### config.mk
export PLATFORM = sky130hd
export DESIGN_NAME = dram_refresh_sched
export DESIGN_NICKNAME = d
export VERILOG_FILES = /design/src/rtl/refresh_pkg.sv /design/src/rtl/refresh_interval_timer.sv /design/src/rtl/refresh_owed_counter.sv /design/src/rtl/refresh_row_counter.sv /design/src/rtl/dram_refresh_sched.sv
export SDC_FILE = /design/constraint.sdc
export NUM_CORES = 1
export LEC_CHECK = 0
export ABC_AREA = 1
export BUFFER_PORTS_ARGS = -buffer_cell sky130_fd_sc_hd__buf_2
export CAP_MARGIN = 20
export CORE_ASPECT_RATIO = 0.9
export CORE_MARGIN = 5
export CORE_UTILIZATION = 56
export CTS_CLUSTER_DIAMETER = 150
export CTS_CLUSTER_SIZE = 8
export DETAILED_ROUTE_END_ITERATION = 6
export PLACE_DENSITY_LB_ADDON = 0.05
export SLEW_MARGIN = 30
export SYNTH_ARGS = -nofsm -noshare
export SYNTH_HDL_FRONTEND = slang
export SYNTH_SLANG_ARGS = --single-unit
### constraint.sdc
create_clock -name clk -period 2.45 [get_ports clk]
set_input_delay 0.3675 -clock clk [delete_from_list [all_inputs] [get_ports clk]]
set_output_delay 0.3675 -clock clk [all_outputs]
set_load 0.05 [all_outputs]
### src/rtl/refresh_pkg.sv
`timescale 1ns/1ps
package refresh_pkg;
  typedef enum logic {
    REF_CBR      = 1'b0,
    REF_RAS_ONLY = 1'b1
  } ref_mode_e;

  // cycles per refresh slot for a given clock period in picoseconds
  function automatic int unsigned slot_cycles(input int unsigned clk_ps);
    return 15_600_000 / clk_ps;
  endfunction
endpackage

### src/rtl/refresh_interval_timer.sv
`timescale 1ns/1ps
module refresh_interval_timer #(
  parameter int unsigned INTERVAL = 780
) (
  input  logic clk,
  input  logic rst_n,
  output logic expire
);
  localparam int unsigned CW = (INTERVAL > 1) ? $clog2(INTERVAL) : 1;
  localparam logic [CW-1:0] RELOAD = CW'(INTERVAL - 1);

  logic [CW-1:0] remain;

  assign expire = (remain == '0);

  always_ff @(posedge clk or negedge rst_n) begin
    if (!rst_n)      remain <= RELOAD;
    else if (expire) remain <= RELOAD;
    else             remain <= remain - 1'b1;
  end
endmodule

### src/rtl/refresh_owed_counter.sv
`timescale 1ns/1ps
module refresh_owed_counter #(
  parameter int unsigned PEND_MAX = 8
) (
  input  logic                          clk,
  input  logic                          rst_n,
  input  logic                          expire,
  input  logic                          take,
  output logic [$clog2(PEND_MAX+1)-1:0] owed,
  output logic                          pending
);
  localparam int unsigned OW = $clog2(PEND_MAX + 1);
  localparam logic [OW-1:0] CAP = OW'(PEND_MAX);

  assign pending = (owed != '0);

  always_ff @(posedge clk or negedge rst_n) begin
    if (!rst_n) begin
      owed <= '0;
    end else begin
      unique case ({expire, take})
        2'b10:   if (owed != CAP) owed <= owed + 1'b1;
        2'b01:   owed <= owed - 1'b1;
        default: owed <= owed;
      endcase
    end
  end
endmodule

### src/rtl/refresh_row_counter.sv
`timescale 1ns/1ps
module refresh_row_counter #(
  parameter int unsigned ROW_BITS = 10
) (
  input  logic                clk,
  input  logic                rst_n,
  input  logic                step,
  output logic [ROW_BITS-1:0] row
);
  always_ff @(posedge clk or negedge rst_n) begin
    if (!rst_n)    row <= '0;
    else if (step) row <= row + 1'b1;
  end
endmodule

### src/rtl/dram_refresh_sched.sv
`timescale 1ns/1ps
module dram_refresh_sched #(
  parameter int unsigned CLK_PS   = 20_000,
  parameter int unsigned INTERVAL = refresh_pkg::slot_cycles(CLK_PS),
  parameter int unsigned ROW_BITS = 10,
  parameter int unsigned PEND_MAX = 8
) (
  input  logic                clk,
  input  logic                rst_n,
  input  logic                ras_only_mode,
  output logic                ref_valid,
  input  logic                ref_ready,
  output logic [ROW_BITS-1:0] row_addr
);
  import refresh_pkg::*;

  localparam int unsigned OW = $clog2(PEND_MAX + 1);

  ref_mode_e       mode;
  logic            expire;
  logic            take;
  logic [OW-1:0]   owed_cnt;

  assign mode = ref_mode_e'(ras_only_mode);
  assign take = ref_valid && ref_ready;

  refresh_interval_timer #(.INTERVAL(INTERVAL)) timer_i (
    .clk(clk), .rst_n(rst_n), .expire(expire)
  );

  refresh_owed_counter #(.PEND_MAX(PEND_MAX)) owed_i (
    .clk(clk), .rst_n(rst_n), .expire(expire), .take(take),
    .owed(owed_cnt), .pending(ref_valid)
  );

  refresh_row_counter #(.ROW_BITS(ROW_BITS)) row_i (
    .clk(clk), .rst_n(rst_n), .step(take && (mode == REF_RAS_ONLY)),
    .row(row_addr)
  );
endmodule

### After elaboration in Yosys (flattened, before gate mapping)

Index checks and enable logic that the tools add are counted.
W data, S select, Z words.

| storage, ports and cells | value |
|---|---|
| bits in registers | 24 |
| input bits | 4 |
| output and inout port bits | 11 |

| cells by class | value |
|---|---|
| add/subtract/negate cells | 4 |
| equality and inequality tests | 4 |
| multiplexer cells | 3 |
| reductions and logical operators | 6 |

Operators by type and width:

| cell | count |
|---|---|
| $add A10 B1 Y10 const B | 1 |
| $logic_not A10 Y1 | 1 |
| $mux W10 | 1 |
| $sub A10 B1 Y10 const B | 1 |
| $pmux W4 S2 | 1 |
| $add A4 B1 Y4 const B | 1 |
| $mux W4 | 1 |
| $ne A4 B4 Y1 const B | 1 |
| $reduce_bool A4 Y1 | 1 |
| $sub A4 B1 Y4 const B | 1 |
| $eq A2 B1 Y1 const B | 1 |
| $eq A2 B2 Y1 const B | 1 |
| $logic_and A1 B1 Y1 | 2 |
| $ne A2 B1 Y1 const B | 1 |
| $reduce_and A2 Y1 | 1 |
| $reduce_bool A2 Y1 | 1 |

### Logic depth before layout (Yosys ltp)

Gate-level depths: netlist (run 1).

| logic depth | value |
|---|---|
| depth after elaboration | 5 |
| mapped depth | 16 |
| depth with buffers taken out | 16 |

### Hierarchy

Synthesis (run 1) repeated with hierarchy kept, for this count alone.

| second synthesis, totals | value |
|---|---|
| cells, all modules | 176 |
| area, all modules | 1366.3 um2 |

Modules (own cells, without submodules):

| module | instances | cells an instance | area an instance (um2) |
|---|---|---|---|
| refresh_interval_timer | 1 | 71 | 548.0 |
| refresh_row_counter | 1 | 56 | 494.2 |
| refresh_owed_counter | 1 | 45 | 306.5 |
| dram_refresh_sched | 1 | 4 | 17.5 |

### Worst setup path before layout (run 1)

No wires, ideal clock.

| path | value |
|---|---|
| path kind | register -> register |
| start point | register timer_i.remain[0] |
| end point | register owed_i.owed[2] |
| setup time | 0.117 ns |
| arrival | 1.679 ns |
| required time | 2.333 ns |
| slack | 0.653 ns |
| cell stages (with the launch flop) | 16 |
| cell sequence | dfstp_2 -> inv_1 -> ha_1 -> nand2_1 -> nor2_2 -> nand3_1 -> nand2_1 -> nand2_1 -> nand2_1 -> inv_1 -> ha_1 -> inv_1 -> nand2_1 -> nand2_1 -> nand3_1 -> nand2_1 |

| between the ends | value |
|---|---|
| longest elaborated chain between the ends | 4 |
| elaborated cells between the ends (all ways) | 7 |
| those cells by class | eq/ne (3); mux (1); reduce/logical (3) |

Ends and longest elaborated chain:

| element | RTL line | source |
|---|---|---|
| start: declaration | refresh_interval_timer.sv:12 | `logic [CW-1:0] remain;` |
| start signal: assignment | refresh_interval_timer.sv:19 | `else remain <= remain - 1'b1;` |
| $logic_not A10 Y1 * | refresh_interval_timer.sv:14 | `assign expire = (remain == '0);` |
| $eq A2 B2 Y1 or $eq A2 B1 Y1 (tied branches) | refresh_owed_counter.sv:21 | `unique case ({expire, take})` |
| $ne A2 B1 Y1 (no source line) or $reduce_bool A2 Y1 (tied branches) | n/a |  |
| $reduce_and A2 Y1 (no source line) | n/a |  |
| end signal: assignment | refresh_owed_counter.sv:22 | `2'b10: if (owed != CAP) owed <= owed + 1'b1;` |
| end signal: assignment | refresh_owed_counter.sv:23 | `2'b01: owed <= owed - 1'b1;` |
| end signal: assignment | refresh_owed_counter.sv:24 | `default: owed <= owed;` |
| end: declaration | refresh_owed_counter.sv:9 | `output logic [$clog2(PEND_MAX+1)-1:0] owed,` |

Every way passes the cells marked *; elsewhere a longest branch is shown, timed or not.
A chain may end at the register's enable or synchronous reset.

### Final worst setup path (run 1)

Same ends and word-level chain as after synthesis.

==> impl_metrics.env, run 1 <==
export IMPL_netlist_area_um2=1300
export IMPL_power_mw=1.61
export IMPL_async_flop_share=1.00
export IMPL_fin_area_um2=1460
export IMPL_wl_per_cell_um=11.3
export IMPL_r2r_setup_slack_ps=390
export IMPL_hold_viol_final=0
export IMPL_finalSetupViolCount=0
export IMPL_worstMarginPinSlew_ps=517
export IMPL_drt_iter0_drc=38
export IMPL_critPathArrivalTime_ps=2270
export IMPL_r2r_start="timer_i.remain[0]"
export IMPL_htree_num_levels=1
export IMPL_synth_edf_count=0
export IMPL_cts_sinks=24
export IMPL_holdWs_ps=3.65
export IMPL_max_freq_ghz=0.486
export IMPL_cp_start_kind="flip-flop"
export IMPL_netlist_instances=163
export IMPL_met2_usage=0.253
export IMPL_synth_top_area_share=0.365
export IMPL_drc=0
export IMPL_synth_top_flop_cell="dfrtp_1"
export IMPL_syn_num_nets=170
export IMPL_antenna_cells=0
export IMPL_start_util=0.592
export IMPL_drv_slew=0
export IMPL_preCtsSetupSlack_ps=428
export IMPL_core_um2=2200
export IMPL_seqCellArea_um2=607
export IMPL_slew_headroom=0.655
export IMPL_grt_pass1_wl_um=4220
export IMPL_worst_path_max_fanout=6
export IMPL_ios=15
export IMPL_layout_setup_ws_ps=394
export IMPL_gp_congestion=0.865
export IMPL_min_period_ps=2060
export IMPL_maxCapViolations=0
export IMPL_area_growth_pct=12.2
export IMPL_grt_max_degree=25
export IMPL_nFillCells=198
export IMPL_hpwl_um=1850
export IMPL_dr_total_vias=1060
export IMPL_cts_tree="done"
export IMPL_tns_ps=0
export IMPL_clk_latency_ps=310
export IMPL_grt_setup_unrepaired="false"
export IMPL_worstPathRequired_ps=2660
export IMPL_drt_pass1_iterations=4
export IMPL_grt_busiest_layer="met2"
export IMPL_overflow=0
export IMPL_yosys_warnings=0
export IMPL_multiInputGateArea_um2=587
export IMPL_rows=16
export IMPL_grt_pass1_vias=1020
export IMPL_die_w_um=60.9
export IMPL_ir_drop_v=0.000877
export IMPL_powerDensity_nw_per_um2=1100
export IMPL_placed_area_um2=1410
export IMPL_cp_end_kind="flip-flop"
export IMPL_grt_use_total=0.160
export IMPL_die_h_um=55.8
export IMPL_reg2reg_depth=15
export IMPL_wirelength_um=2340
export IMPL_finish_utilization=0.664
export IMPL_drive_above_1_share=0.188
export IMPL_avgSynthCellArea_um2=8.00
export IMPL_synth_top_cell_by_area="dfrtp_1"
export IMPL_synth_seq_cells=24
export IMPL_fin_worst_skew_ps=8.69
export IMPL_synthTopCellsByArea="dfrtp_1, nand2_1, dfstp_2"
export IMPL_dpl_cell_count=204
export IMPL_ys_types=24
export IMPL_numCtsBuffers=3
export IMPL_numPortBuffers=14
export IMPL_rr_endpoint="owed_i.owed[2]"
export IMPL_antenna_found_initial=0
export IMPL_ant_nets=0
export IMPL_ys_seq_area_frac=0.465
export IMPL_grt_util_met1=0.215
export IMPL_cts_clk_slew_worst_paths_ps=130
export IMPL_cts_hold_buf=0
export IMPL_period_share=0.839
export IMPL_final_cells=208
export IMPL_vias_per_cell=5.10
export IMPL_status="finished, final reports clean"
export IMPL_clk_path_buf_depth=2
export IMPL_leakage_nw=0.753
export IMPL_met3_usage=0.0418
export IMPL_post_cts_resized=0
export IMPL_num_nets_final=189
export IMPL_path_class="flip-flop to flip-flop"
export IMPL_post_cts_setup_buffers=0
export IMPL_clockRootBuffer="clkbuf_4"
export IMPL_hp_class="input port to async pin"
export IMPL_die_area_um2=3390
-- metal layers --
layer	vias to the layer above	wire, um
met2	21	1110
met4	0	15
met1	491	1140
li1	546	-
met3	2	80
met5	-	0
-- sequential cells by signal (all words and copies together), names as in the netlist --
register        count
row_i.row          10
owed_i.owed         4
timer_i.remain     10
-- cell usage after synthesis (3+ instances only) --
cell type,count
a21oi_1,3
dfrtp_1,19
dfstp_2,5
ha_1,3
inv_1,27
nand2_1,40
nand3_1,12
nand4_1,3
nor2_1,12
nor2_2,3
nor3_1,5
o21ai_0,10
xnor2_1,3
xor2_1,7
-- kinds of logic (layout without fill, tap and decap cells) --
| group | after synthesis | count (layout) | synth area share |
|---|---|---|---|
| compound gates | 17 | 17 | 0.0758 |
| xor+xnor | 10 | 10 | 0.0672 |
| fa+ha+maj | 3 | 3 | 0.0288 |
| buf+inv | 29 | 47 | 0.0844 |
| flops | 24 | 24 | 0.465 |
| simple gates | 80 | 80 | 0.278 |
-- placed cells by master (no fill, tap or decap) --
cell       Yosys  final
bufinv_16      0      1
nor2_4         1      1
a21oi_4        1      1
nand2_4        1      1
nor3_1         5      5
inv_2          1      1
ha_1           3      3
xor2_1         7      7
buf_4          0      1
nand2_2        1      1
buf_2          1     14
a21boi_0       1      1
dfstp_2        5      5
nand2_1       40     40
o21ai_1        2      2
nand3_1       12     12
o21ai_0       10     10
nand3_2        1      1
nand4_1        3      3
xnor2_1        3      3
nor2_2         3      3
inv_1         27     27
or2_2          1      1
dfrtp_1       19     19
clkbuf_4       0      3
nor2_1        12     12
a21oi_1        3      3
-- layout make-up --
class | count | share of cell area
Clock buffer | 3 | 0.0154
Timing Repair Buffer | 15 | 0.0530
Clock inverter | 1 | 0.0205
Inverter | 28 | 0.0719
Multi-Input combinational cell | 110 | 0.401
Sequential cell | 24 | 0.415
Tap cell | 27 | 0.0231
-- where the power goes --
group | internal, mW | switching [mW]
registers | 0.500 | 0.120
clock network | 0.165 | 0.116
logic | 0.191 | 0.521
-- worst max-delay path, stage by stage, from the launching register on --
cell and delay, ps:
dfstp_2 580, inv_1 50, ha_1 200, nand2_1 120
nor2_2 70, nand3_1 140, nand2_1 170, nand2_1 110
nand2_1 50, inv_1 50, ha_1 130, inv_1 40
nand2_1 80, nand2_1 60, nand3_1 70, nand2_1 50
-- worst max path at each step --
stage,startpoint,to,cells past startpoint
final,timer_i.remain[0],owed_i.owed[2],15
after global routing,timer_i.remain[0],owed_i.owed[2],15
after CTS,timer_i.remain[0],owed_i.owed[2],15
after detailed placement,timer_i.remain[0],owed_i.owed[2],15
after global placement,timer_i.remain[0],owed_i.owed[2],15
after floorplan,timer_i.remain[0],owed_i.owed[2],15
Power figures use the tool's default switching activity.
==> run 2, diff against run 1 <==
Clock period 2.45 ns to 1.9 ns, I/O delays scaled along.
==> run 2 against run 1 <==
  * Non-clock buffer count grew 4
  * Worst hold slack gained 270 ps
  * Die area is the same
  * Critical path depth is the same
  * Sequential share of layout area shrank 2.0 points
  * Routed wire length grew 7.2%
  * Final area grew 5.1%
==> impl_metrics.env, run 2 (synthesis results as in run 1) <==
export IMPL_final_cell_mix="nand2_1, inv_1, dfrtp_1"
export IMPL_layout_setup_ws_ps=120
export IMPL_cp_buffers_inverters=4
export IMPL_die_area_um2=3390
export IMPL_leakage_nw=0.769
export IMPL_ios=15
export IMPL_min_period_ps=1780
export IMPL_cts_tree="done"
export IMPL_wirelength_um=2510
export IMPL_gp_congestion=0.829
export IMPL_path_cells="inv_1 -> ha_4 -> nand2_4 -> nor2_4 -> nand3_4 -> nand3_1 -> nand2_1 -> inv_1 -> ha_1 -> inv_1 -> nand2_1 -> inv_1 -> nand2_1 -> nand3_1 -> nand2_1"
export IMPL_power_internal_mw=1.11
export IMPL_worstPathRequired_ps=2120
export IMPL_dr_total_vias=1102
export IMPL_worst_path_max_fanout=4
export IMPL_period_share=0.937
export IMPL_overflow=0
export IMPL_cts_sinks=24
export IMPL_die_h_um=55.8
export IMPL_clkPwrFrac=0.175
export IMPL_comb_power_share=0.443
export IMPL_nFillCells=176
export IMPL_grt_use_total=0.170
export IMPL_ir_drop_v=0.00156
export IMPL_vias_per_cell=5.20
export IMPL_finalSetupViolCount=0
export IMPL_num_nets_final=193
export IMPL_area_growth_pct=17.9
export IMPL_switchingPower_uw=981
export IMPL_numCtsBuffers=3
export IMPL_cp_start_kind="flip-flop"
export IMPL_worstMarginPinSlew_ps=534
export IMPL_cp_end_kind="flip-flop"
export IMPL_fin_area_um2=1540
export IMPL_slew_headroom=0.644
export IMPL_pwr_share_seq=0.382
export IMPL_wl_per_cell_um=11.8
export IMPL_grt_max_degree=25
export IMPL_crit_path_top_delay_cell="dfstp_2"
export IMPL_ant_nets=0
export IMPL_p_sw_frac=0.469
export IMPL_path_class="flip-flop to flip-flop"
export IMPL_maxCapViolations=0
export IMPL_critPathMaxStageDelay_ps=560
export IMPL_final_common_cell="nand2_1"
export IMPL_preCtsSetupSlack_ps=-34.3
export IMPL_core_um2=2200
export IMPL_fin_worst_skew_ps=5.95
export IMPL_finish_utilization=0.698
export IMPL_hp_class="input port to flip-flop"
export IMPL_clk_latency_ps=310
export IMPL_start_util=0.592
export IMPL_htree_num_levels=1
export IMPL_drc=0
export IMPL_cts_clk_slew_worst_paths_ps=130
export IMPL_grt_pass1_wl_um=4490
export IMPL_top_regs="row_i.row x10, timer_i.remain x10, owed_i.owed x4"
export IMPL_drt_iter0_drc=30
export IMPL_max_freq_ghz=0.562
export IMPL_drt_pass1_iterations=5
export IMPL_numPortBuffers=14
export IMPL_powerDensity_nw_per_um2=1360
export IMPL_drive_above_1_share=0.227
export IMPL_status="finished, final reports clean"
export IMPL_grt_pass1_vias=1030
export IMPL_antenna_cells=0
export IMPL_hpwl_um=1870
export IMPL_cpLargestDelayFamily="simple AND/OR/NAND/NOR gates"
export IMPL_clk_path_buf_depth=2
export IMPL_die_w_um=60.9
export IMPL_clockRootBuffer="clkbuf_4"
export IMPL_placed_area_um2=1430
export IMPL_hold_viol_final=0
export IMPL_drv_slew=0
export IMPL_antenna_found_initial=0
export IMPL_critPathArrivalTime_ps=2000
export IMPL_rows=16
-- run 2: cell types whose count changed in the layout (fill, tap and decap cells not counted), sizes merged --
cell	before	now
buf	15	18
dlygate4sd3	0	1
-- run 2: worst register-to-register path, cell delays in order, from the launching register on --
cell,delay [ps]
dfstp_2,560
inv_1,60
ha_4,170
nand2_4,70
nor2_4,60
nand3_4,80
nand3_1,90
nand2_1,80
inv_1,40
ha_1,160
inv_1,50
nand2_1,60
inv_1,50
nand2_1,50
nand3_1,60
nand2_1,50
-- run 2: what timing repair did --
| item | CTS | global route |
|---|---|---|
| setup endpoints to repair | 1 | 2 |
| setup buffers | 0 | 1 |
| pin swaps | 0 | 3 |
| resized for setup | 1 | 8 |
| hold endpoints to repair | 19 | 0 |
| hold buffers | 1 | 0 |
-- run 2: cell type report --
cell class,count,area (um2),area share
multi-input combinational,110,629,0.409
sequential,24,607,0.395
timing repair buffer,19,110,0.0716
inverter,28,105,0.0683
tap,27,33.8,0.0220
clock inverter,1,30.0,0.0195
clock buffer,3,22.5,0.0146
-- run 2: worst paths after layout --
path | startpoint | endpoint | slack, ps | cells past startpoint
max in group asynchronous | rst_n | timer_i.remain[3] | 1070 | 2
worst min-delay path | ras_only_mode | row_i.row[0] | 270 | 3
min in group asynchronous | rst_n | timer_i.remain[6] | 460 | 2
worst max-delay path | timer_i.remain[1] | owed_i.owed[2] | 120 | 15
worst max register to register | timer_i.remain[1] | owed_i.owed[2] | 120 | 15
worst min register to register | timer_i.remain[8] | timer_i.remain[8] | 530 | 1
-- run 2: routing by layer --
layer / global-route usage / routed length [um] / share of wire
met2: 0.263 / 1260 / 0.50
met5: 0 / 0 / 0
met4: 0.0402 / 46 / 0.018
met3: 0.0510 / 107 / 0.043
met1: 0.232 / 1100 / 0.44
-- run 2: stage by stage --
step	hold WS (ps)	TNS, ps	total power, mW	std cells
floorplan	-10.6	0	1.51	163
CTS	265	0	2.11	211
global route	269	-8.96	2.25	212
detailed placement	299	-34.3	1.73	206
finish	271	0	2.09	212
global placement	291	0	1.71	206
-- run 2: power by group through the flow --
stage / Sequential, mW / Clock [mW] / Combinational [mW]
after floorplan: 1.10 / 0 / 0.414
after global placement: 0.800 / 0 / 0.910
after detailed placement: 0.801 / 0 / 0.926
after CTS: 0.797 / 0.380 / 0.931
after global routing: 0.823 / 0.410 / 1.02
final: 0.798 / 0.366 / 0.926
